**src/rtl/dac_ctl_pkg.sv**
```systemverilog
package dac_ctl_pkg;
  localparam int CMD_W = 4;

  typedef enum logic [1:0] {
    PM_NORMAL   = 2'd0,
    PM_STANDBY  = 2'd1,
    PM_SHUTDOWN = 2'd2
  } pmode_e;

  localparam logic [CMD_W-1:0] OP_NOP     = 4'b0000;
  localparam logic [CMD_W-1:0] OP_STAGE   = 4'b0001;
  localparam logic [CMD_W-1:0] OP_XFER    = 4'b1000;
  localparam logic [CMD_W-1:0] OP_BOTH_A  = 4'b1001;
  localparam logic [CMD_W-1:0] OP_STBY    = 4'b1100;
  localparam logic [CMD_W-1:0] OP_WAKE    = 4'b1101;
  localparam logic [CMD_W-1:0] OP_SHDN    = 4'b1110;
  localparam logic [CMD_W-1:0] OP_BOTH_B  = 4'b1111;
endpackage

```
**src/rtl/dac_ctl_sync.sv**
```systemverilog
module dac_ctl_sync #(
  parameter int   STAGES  = 2,
  parameter logic RST_VAL = 1'b0
) (
  input  logic clk,
  input  logic rst_n,
  input  logic d,
  output logic q
);
  logic [STAGES-1:0] chain_q;

  genvar g;
  generate
    for (g = 0; g < STAGES; g++) begin : g_stage
      logic din;
      if (g == 0) begin : g_first
        assign din = d;
      end else begin : g_next
        assign din = chain_q[g-1];
      end
      always_ff @(posedge clk or negedge rst_n) begin
        if (!rst_n) chain_q[g] <= RST_VAL;
        else        chain_q[g] <= din;
      end
    end
  endgenerate

  assign q = chain_q[STAGES-1];
endmodule

```
**src/rtl/dac_ctl_rx.sv**
```systemverilog
module dac_ctl_rx
  import dac_ctl_pkg::*;
#(
  parameter int DATA_W = 8,
  parameter int SUB_W  = 4
) (
  input  logic              clk,
  input  logic              rst_n,
  input  logic              cs_s,
  input  logic              sclk_s,
  input  logic              sdi_s,
  output logic              frm_vld,
  output logic [CMD_W-1:0]  frm_cmd,
  output logic [DATA_W-1:0] frm_data
);
  localparam int FRAME_W = CMD_W + DATA_W + SUB_W;
  localparam int CNT_W   = $clog2(FRAME_W + 2);
  localparam logic [CNT_W-1:0] CNT_FULL = CNT_W'(FRAME_W);
  localparam logic [CNT_W-1:0] CNT_OVER = CNT_W'(FRAME_W + 1);

  logic               sclk_d, cs_d;
  logic [FRAME_W-1:0] shift_q, shift_n;
  logic [CNT_W-1:0]   cnt_q, cnt_n;
  logic               vld_n;
  logic [CMD_W-1:0]   cmd_n;
  logic [DATA_W-1:0]  data_n;
  logic               sclk_rise, cs_rise, shift_en, cap_en;

  assign sclk_rise = sclk_s & ~sclk_d;
  assign cs_rise   = cs_s & ~cs_d;
  assign shift_en  = sclk_rise & ~cs_s;

  always_comb begin
    shift_n = shift_q;
    cnt_n   = cnt_q;
    vld_n   = 1'b0;
    cmd_n   = frm_cmd;
    data_n  = frm_data;
    cap_en  = 1'b0;
    if (cs_s) begin
      cnt_n = '0;
    end else if (sclk_rise) begin
      shift_n = {shift_q[FRAME_W-2:0], sdi_s};
      if (cnt_q != CNT_OVER) cnt_n = cnt_q + 1'b1;
    end
    if (cs_rise && (cnt_q == CNT_FULL) && (shift_q[SUB_W-1:0] == '0)) begin
      vld_n  = 1'b1;
      cap_en = 1'b1;
      cmd_n  = shift_q[FRAME_W-1 -: CMD_W];
      data_n = shift_q[SUB_W +: DATA_W];
    end
  end

  always_ff @(posedge clk or negedge rst_n) begin
    if (!rst_n) begin
      sclk_d   <= 1'b0;
      cs_d     <= 1'b1;
      cnt_q    <= '0;
      shift_q  <= '0;
      frm_vld  <= 1'b0;
      frm_cmd  <= '0;
      frm_data <= '0;
    end else begin
      sclk_d  <= sclk_s;
      cs_d    <= cs_s;
      cnt_q   <= cnt_n;
      frm_vld <= vld_n;
      if (shift_en) shift_q <= shift_n;
      if (cap_en) begin
        frm_cmd  <= cmd_n;
        frm_data <= data_n;
      end
    end
  end
endmodule

```
**src/rtl/dac_ctl_regs.sv**
```systemverilog
module dac_ctl_regs
  import dac_ctl_pkg::*;
#(
  parameter int DATA_W = 8,
  parameter int REF_W  = 2
) (
  input  logic              clk,
  input  logic              rst_n,
  input  logic              frm_vld,
  input  logic [CMD_W-1:0]  frm_cmd,
  input  logic [DATA_W-1:0] frm_data,
  output logic [DATA_W-1:0] dac_code,
  output logic              out_en,
  output logic              ref_en,
  output logic [REF_W-1:0]  ref_sel
);
  logic [DATA_W-1:0] in_q, in_n, dac_q, dac_n;
  logic [REF_W-1:0]  ref_q, ref_n;
  pmode_e            mode_q, mode_n;

  always_comb begin
    in_n   = in_q;
    dac_n  = dac_q;
    ref_n  = ref_q;
    mode_n = mode_q;
    if (frm_vld) begin
      case (frm_cmd)
        OP_STAGE: in_n = frm_data;
        OP_XFER: begin
          dac_n  = in_q;
          mode_n = PM_NORMAL;
        end
        OP_BOTH_A, OP_BOTH_B: begin
          in_n   = frm_data;
          dac_n  = frm_data;
          mode_n = PM_NORMAL;
        end
        OP_STBY: begin
          ref_n = frm_data[DATA_W-1 -: REF_W];
          if (mode_q == PM_NORMAL) mode_n = PM_STANDBY;
        end
        OP_WAKE: begin
          ref_n  = frm_data[DATA_W-1 -: REF_W];
          mode_n = PM_NORMAL;
        end
        OP_SHDN: begin
          ref_n  = frm_data[DATA_W-1 -: REF_W];
          mode_n = PM_SHUTDOWN;
        end
        default: ;
      endcase
    end
  end

  always_ff @(posedge clk or negedge rst_n) begin
    if (!rst_n) begin
      in_q   <= '0;
      dac_q  <= '0;
      ref_q  <= '0;
      mode_q <= PM_NORMAL;
    end else if (frm_vld) begin
      in_q   <= in_n;
      dac_q  <= dac_n;
      ref_q  <= ref_n;
      mode_q <= mode_n;
    end
  end

  assign dac_code = dac_q;
  assign ref_sel  = ref_q;
  assign out_en   = (mode_q == PM_NORMAL);
  assign ref_en   = (mode_q != PM_SHUTDOWN);
endmodule

```
**src/rtl/dac_ctl.sv**
```systemverilog
module dac_ctl
  import dac_ctl_pkg::*;
#(
  parameter int DATA_W      = 8,
  parameter int SUB_W       = 4,
  parameter int REF_W       = 2,
  parameter int SYNC_STAGES = 2
) (
  input  logic              clk,
  input  logic              rst_n,
  input  logic              cs_n,
  input  logic              sclk,
  input  logic              sdi,
  output logic [DATA_W-1:0] dac_code,
  output logic              out_en,
  output logic              ref_en,
  output logic [REF_W-1:0]  ref_sel
);
  logic              cs_s, sclk_s, sdi_s;
  logic              frm_vld;
  logic [CMD_W-1:0]  frm_cmd;
  logic [DATA_W-1:0] frm_data;

  dac_ctl_sync #(.STAGES(SYNC_STAGES), .RST_VAL(1'b1)) u_sync_cs (
    .clk(clk), .rst_n(rst_n), .d(cs_n), .q(cs_s));
  dac_ctl_sync #(.STAGES(SYNC_STAGES), .RST_VAL(1'b0)) u_sync_sclk (
    .clk(clk), .rst_n(rst_n), .d(sclk), .q(sclk_s));
  dac_ctl_sync #(.STAGES(SYNC_STAGES), .RST_VAL(1'b0)) u_sync_sdi (
    .clk(clk), .rst_n(rst_n), .d(sdi), .q(sdi_s));

  dac_ctl_rx #(.DATA_W(DATA_W), .SUB_W(SUB_W)) u_rx (
    .clk(clk), .rst_n(rst_n), .cs_s(cs_s), .sclk_s(sclk_s), .sdi_s(sdi_s),
    .frm_vld(frm_vld), .frm_cmd(frm_cmd), .frm_data(frm_data));

  dac_ctl_regs #(.DATA_W(DATA_W), .REF_W(REF_W)) u_regs (
    .clk(clk), .rst_n(rst_n), .frm_vld(frm_vld), .frm_cmd(frm_cmd),
    .frm_data(frm_data), .dac_code(dac_code), .out_en(out_en),
    .ref_en(ref_en), .ref_sel(ref_sel));
endmodule

```
**config.mk**
```make
export PLATFORM = sky130hd
export DESIGN_NAME = dac_ctl
export DESIGN_NICKNAME = d
export VERILOG_FILES = /design/src/rtl/dac_ctl_pkg.sv /design/src/rtl/dac_ctl_sync.sv /design/src/rtl/dac_ctl_rx.sv /design/src/rtl/dac_ctl_regs.sv /design/src/rtl/dac_ctl.sv
export SDC_FILE = /design/constraint.sdc
export NUM_CORES = 1
export LEC_CHECK = 0
export ABC_AREA = 1
export ABC_CLOCK_PERIOD_IN_PS = 1250
export BUFFER_PORTS_ARGS = -buffer_cell sky130_fd_sc_hd__buf_2
export CORE_MARGIN = 1.5
export CORE_UTILIZATION = 25
export CTS_CLUSTER_SIZE = 8
export DETAILED_ROUTE_END_ITERATION = 10
export MAX_ROUTING_LAYER = met4
export SYNTH_ARGS = -nofsm -noshare
export SYNTH_HDL_FRONTEND = slang
export SYNTH_SLANG_ARGS = --single-unit
```
**constraint.sdc**
```tcl
create_clock -name clk -period 1.25 [get_ports clk]
set_input_delay 0.125 -clock clk [delete_from_list [all_inputs] [get_ports clk]]
set_output_delay 0.125 -clock clk [all_outputs]
set_load 0.05 [all_outputs]
```
# Word-level counts from Yosys, hierarchy flattened
# Index checks and enable logic that the tools add are counted.
# word_totals
regBits	62
latch_bits	0
mem_bits_rw	0
mem_bits_ro	0
input_bits	5
output_inout_bits	12
wordCells	61
mem_count	0
# op_classes
addsub	1
mul	0
div	0
order_cmp	0
eq_ne	11
shifts	0
n_mux	7
bitwise_logic	6
reduce_logical	19
# ops
operator	count
$eq 4x4->1 const B	6
$pmux 8 s2	1
$mux 5	3
$reduce_and 2->1	5
$pmux 2 s3	1
$reduce_and 3->1	2
$reduce_bool 2->1	3
$reduce_or 3->1	2
$add 5x1->5 const B	1
$eq 5x5->1 const B	1
$ne 5x5->1 const B	1
$eq 4x1->1 const B	1
$logic_not 4->1	1
$ne 2x2->1 const B	2
$reduce_or 4->1	1
$and 1x1->1	3
$not 1->1	3
$reduce_bool 3->1	1
$logic_and 1x1->1	2
$logic_not 2->1	1
$mux 2	1
$reduce_or 2->1	1
$mux 1	1

# Longest topological paths before layout
# logic_depth
depth_word	6
depth_mapped	8
mapped_depth_nobuf	8

# Hierarchy
# A second synthesis with hierarchy kept.
# unflattened
cells_unflattened	318
area_unflattened_um2	2835.2
# by_module_without_submodules
mod	instances	cells_per_inst	area_each_um2	seq_area_each_um2
dac_ctl_rx	1	173	1564.0	902.1
dac_ctl_regs	1	139	1118.6	500.5
dac_ctl_sync (u_sync_sclk ...)	2	2	50.0	50.0
dac_ctl_sync (u_sync_cs)	1	2	52.6	52.6

# Least setup slack after synthesis
# Ideal clock, no wire load.
# synth_timing
kind	register to register
start	register u_rx.cnt_q[0]
end	register u_rx.frm_cmd[2]
setup_time_ps	117
arrival_time_ps	1264
required_time_ps	1133
setup_slack_ps	-131
stages_incl_launch_ff	9
n_path_buf	1
period_less_slack_ps	1381
path_cell_list	dfrtp_1 > inv_1 > ha_1 > inv_1 > nor3_4 > nand3_2 > buf_6 > nand2_1 > nand2_1
# synth_between
elab_chain_len	5
# synth_rtl
item	line_no	source
from (decl)	dac_ctl_rx.sv:23	logic [CNT_W-1:0] cnt_q, cnt_n;
from (signal assigned)	dac_ctl_rx.sv:66	cnt_q <= cnt_n;
$eq 5x5->1 *	dac_ctl_rx.sv:46	if (cs_rise && (cnt_q == CNT_FULL) && (shift_q[SUB_W-1:0] == '0)) begin
$logic_and 1x1->1 * (2 in a row)	dac_ctl_rx.sv:46	
$mux 1	dac_ctl_rx.sv:46	
$reduce_and 2->1 (no source line) *	-	
to (signal assigned)	dac_ctl_rx.sv:70	frm_cmd <= cmd_n;
to (decl)	dac_ctl_rx.sv:13	output logic [CMD_W-1:0] frm_cmd,
# Mark *: on every way between the ends. The rest lies on a longest branch, timed or not.
# A chain may end at the register's enable or synchronous reset.

# Final worst setup path
# layout_timing
start	register u_rx.cnt_q[1]
end	register u_rx.frm_cmd[3]
# Same word-level chain as after synthesis.

==> impl_metrics.ini <==
[run_status]
violations = negative setup slack
status = complete, but fails checks

[timing]
rsz0062_at_grt = true
timing.hold.ws_ns = 0.2300
period_minus_slack_ns = 1.287
slew_violations = 0
fin_worst_skew_ns = 0.01024
hold_violations = 0
finalSetupViolCount = 13
fmax_mhz = 777.0
relSlewSlack_pct = 74.73
fin_crit_sh_pct = 103.0
worst_pin_slew_ns = 0.3790
worst_slack_ns = -0.03705

[place]
io_buffers = 16
hpwl_mm = 3.632
gp_congestion = 0.7695
dpl_cell_area_mm2 = 0.003137
dp_cells = 470

[layout]
drive_above_1_share_pct = 32.41
post-route-cell-area_mm2 = 0.003696
finalNonFillerCells = 501
syn_to_final_growth_pct = 33.66
finalNetCount = 364
mostFrequentLayoutCells = 102 x nand2_1, 58 x dfrtp_1, 20 x nand3_1, 17 x buf_4, 16 x inv_1
fillers = 1109
final_core_util_pct = 34.25
layout_commonest_cell = nand2_1
insertedDiodeCount = 0

[synth]
asyncSetResetFlopFracSynth_pct = 100.0
yosysSeqAreaShare_pct = 56.24
synth_seq_cells = 62
ys.flop_type = dfrtp_1
synthesis.area_mm2 = 0.002765
netlist-cell-type-count = 27
synth_edf_count = 0
synthCells = 305
ys_warn_count = 0
avgSynthCellArea_um2 = 9.066
syn-num-nets = 313

[setup_path]
start_kind = flip-flop
required_ns = 1.49
reg2regPathDepth = 8
crit_fanout = 7
reg2reg_to = u_rx.frm_cmd[3]
r2r_slack_ns = -0.04
crit_type = flip-flop to flip-flop
critPathArrivalTime_ns = 1.52
rr_startpoint = u_rx.cnt_q[1]
end_kind = flip-flop

[clock_tree]
cts.root.buffer_cell = clkbuf_8
cts_tree = done
clk_path_buf_depth = 2
cts_buffers = 9
cts_sinks = 62
clk_latency_ns = 0.35
h-tree-depth = 3
worst_setup_hold_path_clk_slew_ns = 0.08

[drt]
drtAntennaViolNets = 0
routedWlPerCell_um = 10.80
routed_wl_mm = 5.409
vias = 2163
drtIter0Drc = 101
firstDrtPassIters = 5
viasPerCell = 4.317
drc = 0

[die]
pin_count = 17
rows = 38
fp.dieH_um = 108.2
initial_core_util_pct = 25.62
core_mm2 = 0.01079
die_w_um = 108.2
dieArea_mm2 = 0.01170

[global_routing]
overflow = 0
grt_first_pass_wirelength_mm = 9.287
antenna_found_initial = 0
grt_max_degree = 31
grt_pass1_vias = 2102
grtUsageMet2_pct = 17.81
grtUsageTotal_pct = 10.41
grt_use_met1_pct = 11.09
top_usage_layer = met2
grt_use_met3_pct = 3.436

[power]
peakVddDrop_mv = 0.4719
p_leak_nw = 1.837
powerDensity_mw_per_mm2 = 1267

[flow_run]
cap_violations = 0

[hold_path]
hp-class = input port to async pin
-- how the worst max path moves through the flow --
stage | from | to | slack [ns] | depth (start not counted)
2_1_floorplan | u_sync_cs.q | u_rx.frm_cmd[2] | -0.09 | 6
3_3_place_gp | u_sync_cs.q | u_rx.frm_data[2] | -0.07 | 5
3_5_place_dp | u_rx.cnt_q[0] | u_rx.frm_cmd[0] | -0.14 | 7
4_1_cts | u_sync_cs.q | u_rx.frm_cmd[0] | -0.03 | 6
5_1_grt | u_rx.frm_cmd[3] | u_regs.dac_code[0] | -0.14 | 6
6_report | u_rx.cnt_q[1] | u_rx.frm_cmd[3] | -0.04 | 8
-- sequential cells by signal (all words and copies together), names as in the netlist, 2 cells and up --
signal           count
u_regs.in_q          8
u_regs.ref_sel       2
u_rx.frm_data        8
u_regs.mode_q        2
u_rx.cnt_q           5
u_regs.dac_code      8
u_rx.frm_cmd         4
u_rx.shift_q        16
-- logic make-up (layout without fill, tap and decap cells) --
group	Yosys count	after routing	share of synthesized area, %
AND/OR/NAND/NOR	178	179	29.73
flip-flops	62	62	56.24
adder cells (fa/ha/maj)	3	3	1.358
AO/OA/AOI/OAI	23	23	5.792
buffers and inverters	38	93	6.561
XOR/XNOR	1	1	0.3168
-- layer usage --
metal	up-vias	wire length, um
met2	29	2731
li1	1096	-
met4	0	97
met3	10	205
met1	1028	2374
met5	-	0
-- final cells by class --
class                           instances  area (um2)  area share [%]
Inverter                               28       107.6           2.911
Tap cell                              140       175.2           4.739
Multi-Input combinational cell        206        1175           31.79
Timing Repair Buffer                   49       454.2           12.29
Sequential cell                        62        1556           42.11
Clock buffer                            9       123.9           3.351
Clock inverter                          7       103.9           2.810
-- where the power goes --
group | leakage [nW] | switching (mW) | internal [mW]
Sequential | 0.827 | 0.0978 | 2.13
Clock | 0.115 | 0.857 | 1.15
Combinational | 0.895 | 0.260 | 0.192
Total | 1.84 | 1.22 | 3.47
-- synthesized netlist by cell type (all sizes together), types with 3 or more instances --
cell | count | area [um2]
ha | 3 | 37.54
nand2 | 115 | 451.7
dfrtp | 59 | 1476
nand3b | 8 | 60.06
nor3 | 3 | 37.53
buf | 9 | 72.57
o21ai | 19 | 125.1
dfstp | 3 | 78.83
nand4 | 14 | 87.58
nand3 | 26 | 135.1
inv | 28 | 105.1
nor2 | 12 | 50.05
a21oi | 4 | 35.04
-- per-stage QoR --
| step | power [mW] | setup TNS [ns] | setup WS, ns |
|---|---|---|---|
| floorplan | 2.455 | -0.8375 | -0.09395 |
| global placement | 2.610 | -0.7216 | -0.06555 |
| detailed placement | 2.624 | -1.751 | -0.1417 |
| CTS | 4.709 | -0.2411 | -0.03435 |
| global route | 4.885 | -3.359 | -0.1413 |
| finish | 4.683 | -0.3346 | -0.03705 |
-- worst max-delay path: stages (launching register included) --
cell and delay, ns:
dfrtp_1 0.40, inv_2 0.11, ha_4 0.13, inv_2 0.04, nor3_4 0.11, buf_6 0.15
nand3_4 0.10, nand2_1 0.09, nand2_1 0.05
-- what timing repair did --
action                                 in CTS  in global routing
setup endpoints to repair                  22                 45
endpoints found under the hold margin      25                  0
buffers inserted                            3                  5
hold buffers                                4                  0
pin swaps                                   2                 12
cloned                                      2                  2
resized for setup                          18                 27
Power figures use the tool's default switching activity.
